<file path="config.mk">
export PLATFORM = sky130hd
export DESIGN_NAME = txf_thresh_ctrl
export DESIGN_NICKNAME = d
export VERILOG_FILES = /design/src/rtl/txf_pkg.sv /design/src/rtl/txf_cfg_regs.sv /design/src/rtl/txf_occ_track.sv /design/src/rtl/txf_start_seq.sv /design/src/rtl/txf_thresh_ctrl.sv
export SDC_FILE = /design/constraint.sdc
export NUM_CORES = 1
export LEC_CHECK = 0
export BUFFER_PORTS_ARGS = -buffer_cell sky130_fd_sc_hd__buf_4
export CORE_MARGIN = 4
export CORE_UTILIZATION = 45
export DETAILED_ROUTE_END_ITERATION = 12
export PLACE_DENSITY = 0.63
export SLEW_MARGIN = 20
export SYNTH_ARGS = -nofsm -noshare
export SYNTH_HDL_FRONTEND = slang
export SYNTH_SLANG_ARGS = --single-unit
</file>
<file path="constraint.sdc">
create_clock -name clk -period 13.46 [get_ports clk]
set_clock_uncertainty 0.15 [all_clocks]
set_input_delay 1.346 -clock clk [delete_from_list [all_inputs] [get_ports clk]]
set_output_delay 1.346 -clock clk [all_outputs]
set_load 0.05 [all_outputs]
</file>
<file path="src/rtl/txf_pkg.sv">
package txf_pkg;

    localparam int THR_W = 8;

    localparam logic [1:0] START_RST = 2'b01;
    localparam logic [1:0] WM_RST    = 2'b00;

    typedef enum logic [1:0] {
        SP_B20  = 2'b00,
        SP_B64  = 2'b01,
        SP_B128 = 2'b10,
        SP_FULL = 2'b11
    } start_mode_e;

    typedef struct packed {
        logic [1:0] start_sel;
        logic [1:0] wm_sel;
    } txf_cfg_t;

    function automatic logic [THR_W-1:0] start_bytes(input logic [1:0] sel);
        case (sel)
            SP_B20:  return THR_W'(20);
            SP_B64:  return THR_W'(64);
            SP_B128: return THR_W'(128);
            default: return THR_W'(0);
        endcase
    endfunction

    function automatic logic [THR_W-1:0] wm_bytes(input logic [1:0] sel);
        case (sel)
            2'b01:   return THR_W'(64);
            2'b10:   return THR_W'(108);
            default: return THR_W'(16);
        endcase
    endfunction

endpackage

</file>
<file path="src/rtl/txf_cfg_regs.sv">
module txf_cfg_regs
    import txf_pkg::*;
(
    input  logic     clk,
    input  logic     rst,
    input  logic     halted,
    input  logic     cfg_we,
    input  txf_cfg_t cfg_wdata,
    output txf_cfg_t cfg_q
);

    always_ff @(posedge clk) begin
        if (rst) begin
            cfg_q.start_sel <= START_RST;
            cfg_q.wm_sel    <= WM_RST;
        end else if (cfg_we && halted) begin
            cfg_q <= cfg_wdata;
        end
    end

    assert_cfg_locked_R2: assert property (@(posedge clk) disable iff (rst)
        (cfg_we && !halted) |=> $stable(cfg_q));

    assert_halt_no_change_R10: assert property (@(posedge clk) disable iff (rst)
        !cfg_we |=> $stable(cfg_q));

endmodule

</file>
<file path="src/rtl/txf_occ_track.sv">
module txf_occ_track #(
    parameter int DEPTH = 256,
    parameter int CNT_W = $clog2(DEPTH + 1)
) (
    input  logic             clk,
    input  logic             rst,
    input  logic             wr_en,
    input  logic             wr_eop,
    input  logic             rd_en,
    input  logic             rd_eop,
    output logic [CNT_W-1:0] occ,
    output logic [CNT_W-1:0] eop_cnt,
    output logic             rd_eop_acc
);

    localparam logic [CNT_W-1:0] FULL_LVL = CNT_W'(DEPTH);

    logic wr_acc;
    logic rd_acc;
    logic eop_inc;
    logic eop_dec;

    always_comb begin
        wr_acc     = wr_en && (occ != FULL_LVL);
        rd_acc     = rd_en && (occ != '0);
        eop_inc    = wr_acc && wr_eop;
        eop_dec    = rd_acc && rd_eop && (eop_cnt != '0);
        rd_eop_acc = rd_acc && rd_eop;
    end

    always_ff @(posedge clk) begin
        if (rst) begin
            occ     <= '0;
            eop_cnt <= '0;
        end else begin
            case ({wr_acc, rd_acc})
                2'b10:   occ <= occ + 1'b1;
                2'b01:   occ <= occ - 1'b1;
                default: occ <= occ;
            endcase
            case ({eop_inc, eop_dec})
                2'b10:   eop_cnt <= eop_cnt + 1'b1;
                2'b01:   eop_cnt <= eop_cnt - 1'b1;
                default: eop_cnt <= eop_cnt;
            endcase
        end
    end

    assert_no_overflow_R3: assert property (@(posedge clk) disable iff (rst)
        (occ == FULL_LVL && wr_en && !rd_en) |=> (occ == FULL_LVL));

    assert_no_underflow_R3: assert property (@(posedge clk) disable iff (rst)
        (occ == '0 && rd_en && !wr_en) |=> (occ == '0));

    assert_occ_bound_R3: assert property (@(posedge clk) disable iff (rst)
        occ <= FULL_LVL);

endmodule

</file>
<file path="src/rtl/txf_start_seq.sv">
module txf_start_seq
    import txf_pkg::*;
#(
    parameter int DEPTH = 256,
    parameter int CNT_W = $clog2(DEPTH + 1)
) (
    input  logic             clk,
    input  logic             rst,
    input  logic [1:0]       start_sel,
    input  logic [CNT_W-1:0] occ,
    input  logic [CNT_W-1:0] eop_cnt,
    input  logic             rd_eop_acc,
    output logic             tx_start
);

    localparam logic [CNT_W-1:0] FULL_LVL = CNT_W'(DEPTH);

    logic armed;
    logic ready;
    logic fire;

    always_comb begin
        ready = (eop_cnt != '0) || (occ == FULL_LVL);
        if (start_mode_e'(start_sel) != SP_FULL)
            ready = ready || (occ >= CNT_W'(start_bytes(start_sel)));
        fire = armed && ready;
    end

    always_ff @(posedge clk) begin
        if (rst) begin
            armed    <= 1'b1;
            tx_start <= 1'b0;
        end else begin
            tx_start <= fire;
            if (fire)
                armed <= 1'b0;
            else if (rd_eop_acc)
                armed <= 1'b1;
        end
    end

    assert_start_pulse_R9: assert property (@(posedge clk) disable iff (rst)
        tx_start |=> !tx_start);

    assert_full_pkt_R6: assert property (@(posedge clk) disable iff (rst)
        (tx_start && $past(start_sel) == 2'b11) |->
            ($past(eop_cnt) != '0 || $past(occ) == FULL_LVL));

    assert_once_per_frame_R8: assert property (@(posedge clk) disable iff (rst)
        (tx_start && !rd_eop_acc) |=> !tx_start);

endmodule

</file>
<file path="src/rtl/txf_thresh_ctrl.sv">
module txf_thresh_ctrl
    import txf_pkg::*;
#(
    parameter int DEPTH = 256
) (
    input  logic       clk,
    input  logic       rst,
    input  logic       halted,
    input  logic       cfg_we,
    input  logic [1:0] cfg_start_wr,
    input  logic [1:0] cfg_wm_wr,
    input  logic       wr_en,
    input  logic       wr_eop,
    input  logic       rd_en,
    input  logic       rd_eop,
    input  logic       chk_pt,
    output logic       dma_req,
    output logic       tx_start,
    output logic [1:0] start_sel,
    output logic [1:0] wm_sel
);

    localparam int CNT_W = $clog2(DEPTH + 1);

    txf_cfg_t         cfg_wdata;
    txf_cfg_t         cfg_q;
    logic [CNT_W-1:0] occ;
    logic [CNT_W-1:0] eop_cnt;
    logic [CNT_W-1:0] free_cnt;
    logic             rd_eop_acc;

    assign cfg_wdata.start_sel = cfg_start_wr;
    assign cfg_wdata.wm_sel    = cfg_wm_wr;

    txf_cfg_regs u_cfg (
        .clk       (clk),
        .rst       (rst),
        .halted    (halted),
        .cfg_we    (cfg_we),
        .cfg_wdata (cfg_wdata),
        .cfg_q     (cfg_q)
    );

    txf_occ_track #(.DEPTH(DEPTH), .CNT_W(CNT_W)) u_occ (
        .clk        (clk),
        .rst        (rst),
        .wr_en      (wr_en),
        .wr_eop     (wr_eop),
        .rd_en      (rd_en),
        .rd_eop     (rd_eop),
        .occ        (occ),
        .eop_cnt    (eop_cnt),
        .rd_eop_acc (rd_eop_acc)
    );

    txf_start_seq #(.DEPTH(DEPTH), .CNT_W(CNT_W)) u_seq (
        .clk        (clk),
        .rst        (rst),
        .start_sel  (cfg_q.start_sel),
        .occ        (occ),
        .eop_cnt    (eop_cnt),
        .rd_eop_acc (rd_eop_acc),
        .tx_start   (tx_start)
    );

    always_comb begin
        free_cnt = CNT_W'(DEPTH) - occ;
        dma_req  = chk_pt && (free_cnt >= CNT_W'(wm_bytes(cfg_q.wm_sel)));
    end

    assign start_sel = cfg_q.start_sel;
    assign wm_sel    = cfg_q.wm_sel;

    assert_dma_gated_R4: assert property (@(posedge clk) disable iff (rst)
        dma_req |-> chk_pt);

    assert_dma_full_R4: assert property (@(posedge clk) disable iff (rst)
        (occ == CNT_W'(DEPTH)) |-> !dma_req);

endmodule

</file>
==> key figures <==
Synth
  • Cell count after synthesis: roughly 250
  • Yosys cell types: 53
  • Synthesized net count: 288
  • Synth area leaders: dfxtp_1 (24%), ha_1 (14%), nor2_1 (5.4%)
  • Yosys top cell by area: dfxtp_1
  • Ys Warns: 0
  • Yosys top cell area share: around a quarter
  • Number of synthesized flops with an enable pin: 0
  • Seq/Total Area, Yosys: between 20% and 30%
  • Main synth FF type: dfxtp_1
  • Top-count cell post-synth: nor2_1
  • FFs w/ async S/R, synth: 0%
  • Commonest cells in the synthesized netlist: nor2_1 (29), dfxtp_1 (24), ha_1 (23), a21oi_1 (17), nand2_1 (16)
  • Syn Area/Cell: between 8 and 9 µm²
  • Synthesized area: 2017 µm²
  • Synthesis-stage register bit count: 24

Setup path
  • CP peak stage delay: between 600 and 700 ps
  • Crit path cell chain: or4_4 > or4_4 > nor2_1 > ha_1 > nand3b_1 > ha_1 > xor2_1 > ha_1 > or3_1 > a21oi_1 > o21ai_0 > a21oi_1 > mux2_2
  • R2r setup slk: between 8000 and 9000 ps
  • Crit Path Class: flip-flop to flip-flop
  • Worst-case reg-to-reg path depth: 13
  • Buf+Inv Stages, Crit Path: 0
  • FF-to-FF End: u_occ.eop_cnt[4]
  • CP Max Fanout: 22
  • CP Depth: 13
  • Most frequent CP cell: ha_1
  • Startpoint types: flip-flop
  • Launch point of the worst reg-to-reg path: u_occ.occ[0]
  • Crit path max-delay family: simple AND/OR/NAND/NOR gates
  • CP endpoint kind: flip-flop
  • CP arrival: about 4500 ps
  • Cell at the slowest stage of the critical path: ha_1
  • Worst Path Required: approximately 13000 ps

Clocking
  • Hold buffers post-CTS: 0
  • # H-tree levels: 1
  • TritonCTS clock tree: yes
  • Clock transition at path regs: about 100 ps
  • Postcts setup bufs: 0
  • Post_cts resized: 0
  • CTS root buf: clkbuf_8
  • Max Buffers Root-to-Sink: 2
  • CTS Buf Count: 3
  • Clock Latency Late Sink: between 200 and 300 ps
  • Number of clock sinks: 24

Floorplan
  • Die Ht: ~75 µm
  • I/O pins: 19
  • Die ar.: 5618 µm²
  • CORE AREA: 4354 µm²
  • Site Rows: 24
  • Die extent in x: 74.95 µm
  • Effective utilization at floorplan: a little under half

Routing
  • Via count: 1769
  • DRC: 0
  • Final wirelength: about 4200 µm
  • Avg WL per Cell: ~14 µm
  • Avg Vias per Cell: 5.670
  • DRT Pass-1 Iters: 4
  • Initial DRC count: 83
  • Final ANT Viol Nets: 0

GRT
  • Vias in the first global route: roughly 1500
  • Largest net degree at the start of global routing: 38
  • Total track usage: 15.58%
  • First-pass GRT wire length: between 6000 and 7000 µm
  • Initial antenna violation count: 0
  • GR Overflow Total: 0

Pwr
  • Psw: roughly 0.21 mW
  • Tot Pwr: around 0.47 mW
  • PwrDens: between 200 and 250 nW/µm²
  • Cell-internal power: approximately 0.26 mW
  • Comb power frac: 60.5%
  • Lkg Pwr: 0.9776 nW
  • Clock group share of total power: 14.1%
  • Sw Ratio: approximately 45%
  • Seq pwr share: between 20% and 30%
  • Max IR drop VDD: 0.1114 mV

Timing
  • Transition time of the tightest slew-check pin: approximately 690 ps
  • Max Freq: approximately 220 MHz
  • Worst hold slack: between 300 and 400 ps
  • Final Hold Vio Count: 0
  • RSZ-0062 raised after global routing: no
  • Final setup vio count: 0
  • Max Slew Vio Count: 0
  • Fin crit period: between 4000 and 5000 ps
  • Final WS setup: approximately 9000 ps
  • Slew headroom: 54.00%
  • Total Negative Setup Slacks: 0 ps
  • Final worst path period share: 33.34%

Place
  • Pre-CTS setup slack: 8993 ps
  • GPL Wtd Cong: about 0.79
  • DP Cell Count: ~310
  • Buffers on Ports: 18
  • Post-Place Cell Area: around 2200 µm²
  • DP HPWL: 3115 µm

Min path
  • Hold Crit Start: u_cfg.cfg_q[0]
  • Worst min path class: flip-flop to flip-flop
  • Hold Crit Endpoint: u_cfg.cfg_q[0]
  • Hold depth: 2

Layout
  • Ant. Diodes: 0
  • Share of post-route cells with drive strength above 1: about 12%
  • Layout area overhead: 11.04%
  • FILL cells: around 430
  • Final cell count without fillers: 312
  • Post-layout util: approximately half
  • Fin area: roughly 2200 µm²
  • Nets@finish: about 300

Flow run
  • Max-cap check violation count: 0

Outcome
  • Status: completed
## kinds of logic after synthesis
logic type | share of synthesized area (%)
AOI/OAI and AO/OA | 22.71
buffers and inverters | 3.722
muxes | 3.722
and+or+nand+nor | 25.56
DFF | 23.82
xor gates and xnor gates | 5.211
adders and majority gates | 15.26
## final cells by class
cell class	instances	area [µm²]	area share (%)
Clock buffer	3	41.29	1.844
Clock inverter	1	30.03	1.341
Timing Repair Buffer	18	135.1	6.034
Multi-Input combinational cell	207	1461	65.25
Inverter	7	26.28	1.173
Tap cell	52	65.06	2.905
Sequential cell	24	480.5	21.45
## power groups by stage
| stage | Clock (mW) | Sequential (mW) | Combinational (mW) |
|---|---|---|---|
| finish | 0.0657 | 0.119 | 0.282 |
| global route | 0.0706 | 0.123 | 0.321 |
| CTS | 0.0686 | 0.119 | 0.284 |
| detailed placement | 0 | 0.121 | 0.282 |
| global placement | 0 | 0.120 | 0.280 |
| floorplan | 0 | 0.116 | 0.230 |
## routing by layer
metal  GRT usage (%)  vias up  wire length, µm
li1                -      943                -
met1           22.20      792             2148
met2           24.56       30             1788
met3           2.136        4              244
met4           4.150        0               42
met5               0        -                0
## how the worst max path moves through the flow
stage / from / to / slack (ps)
after floorplan: u_occ.occ[0] / u_occ.eop_cnt[4] / 9120
after global placement: u_occ.occ[0] / u_occ.eop_cnt[4] / 9070
after detailed placement: u_occ.occ[0] / u_occ.eop_cnt[4] / 8990
after CTS: u_occ.occ[0] / u_occ.eop_cnt[4] / 8970
after global routing: u_occ.occ[0] / u_occ.eop_cnt[4] / 8590
final: u_occ.occ[0] / u_occ.eop_cnt[4] / 8970
## state kept, by name, indices dropped and copies added (netlist names)
register	flops
u_cfg.cfg_q	4
u_occ.eop_cnt	9
u_seq.tx_start	1
u_occ.occ	9
u_seq.armed	1
## worst reg2reg max path, cell delays in order, from the launching register on
cell and delay (ps):
dfxtp_1 390, or4_4 590, or4_4 440, nor2_1 150
ha_1 200, nand3b_1 140, ha_1 610, xor2_1 150
ha_1 240, or3_1 300, a21oi_1 350, o21ai_0 160
a21oi_1 190, mux2_2 340
## cell usage in the layout, fill, tap and decap left out, types with 2 or more instances in the layout
cell type	netlist	final
a211oi_1	7	7
or4_1	3	3
a211o_1	2	2
o31a_1	2	2
inv_1	7	7
ha_1	23	23
xor2_1	9	9
nand3_1	5	5
nor3b_1	3	3
nor3_1	8	8
a311oi_1	2	2
a21oi_1	17	17
nand2_1	16	16
nor2_1	29	29
o31ai_1	2	2
buf_4	0	18
nand2b_1	5	5
o211ai_1	2	2
o21a_1	2	2
nor4bb_1	2	2
or4_4	2	2
mux2_2	4	4
nor2b_1	7	7
o21ai_0	11	11
or3_1	8	8
clkbuf_8	0	3
mux2i_1	3	3
o41ai_1	2	2
xnor2_1	3	3
o22ai_1	2	2
a21o_1	4	4
nand3b_1	2	2
dfxtp_1	24	24
Power figures use the tool's default switching activity.
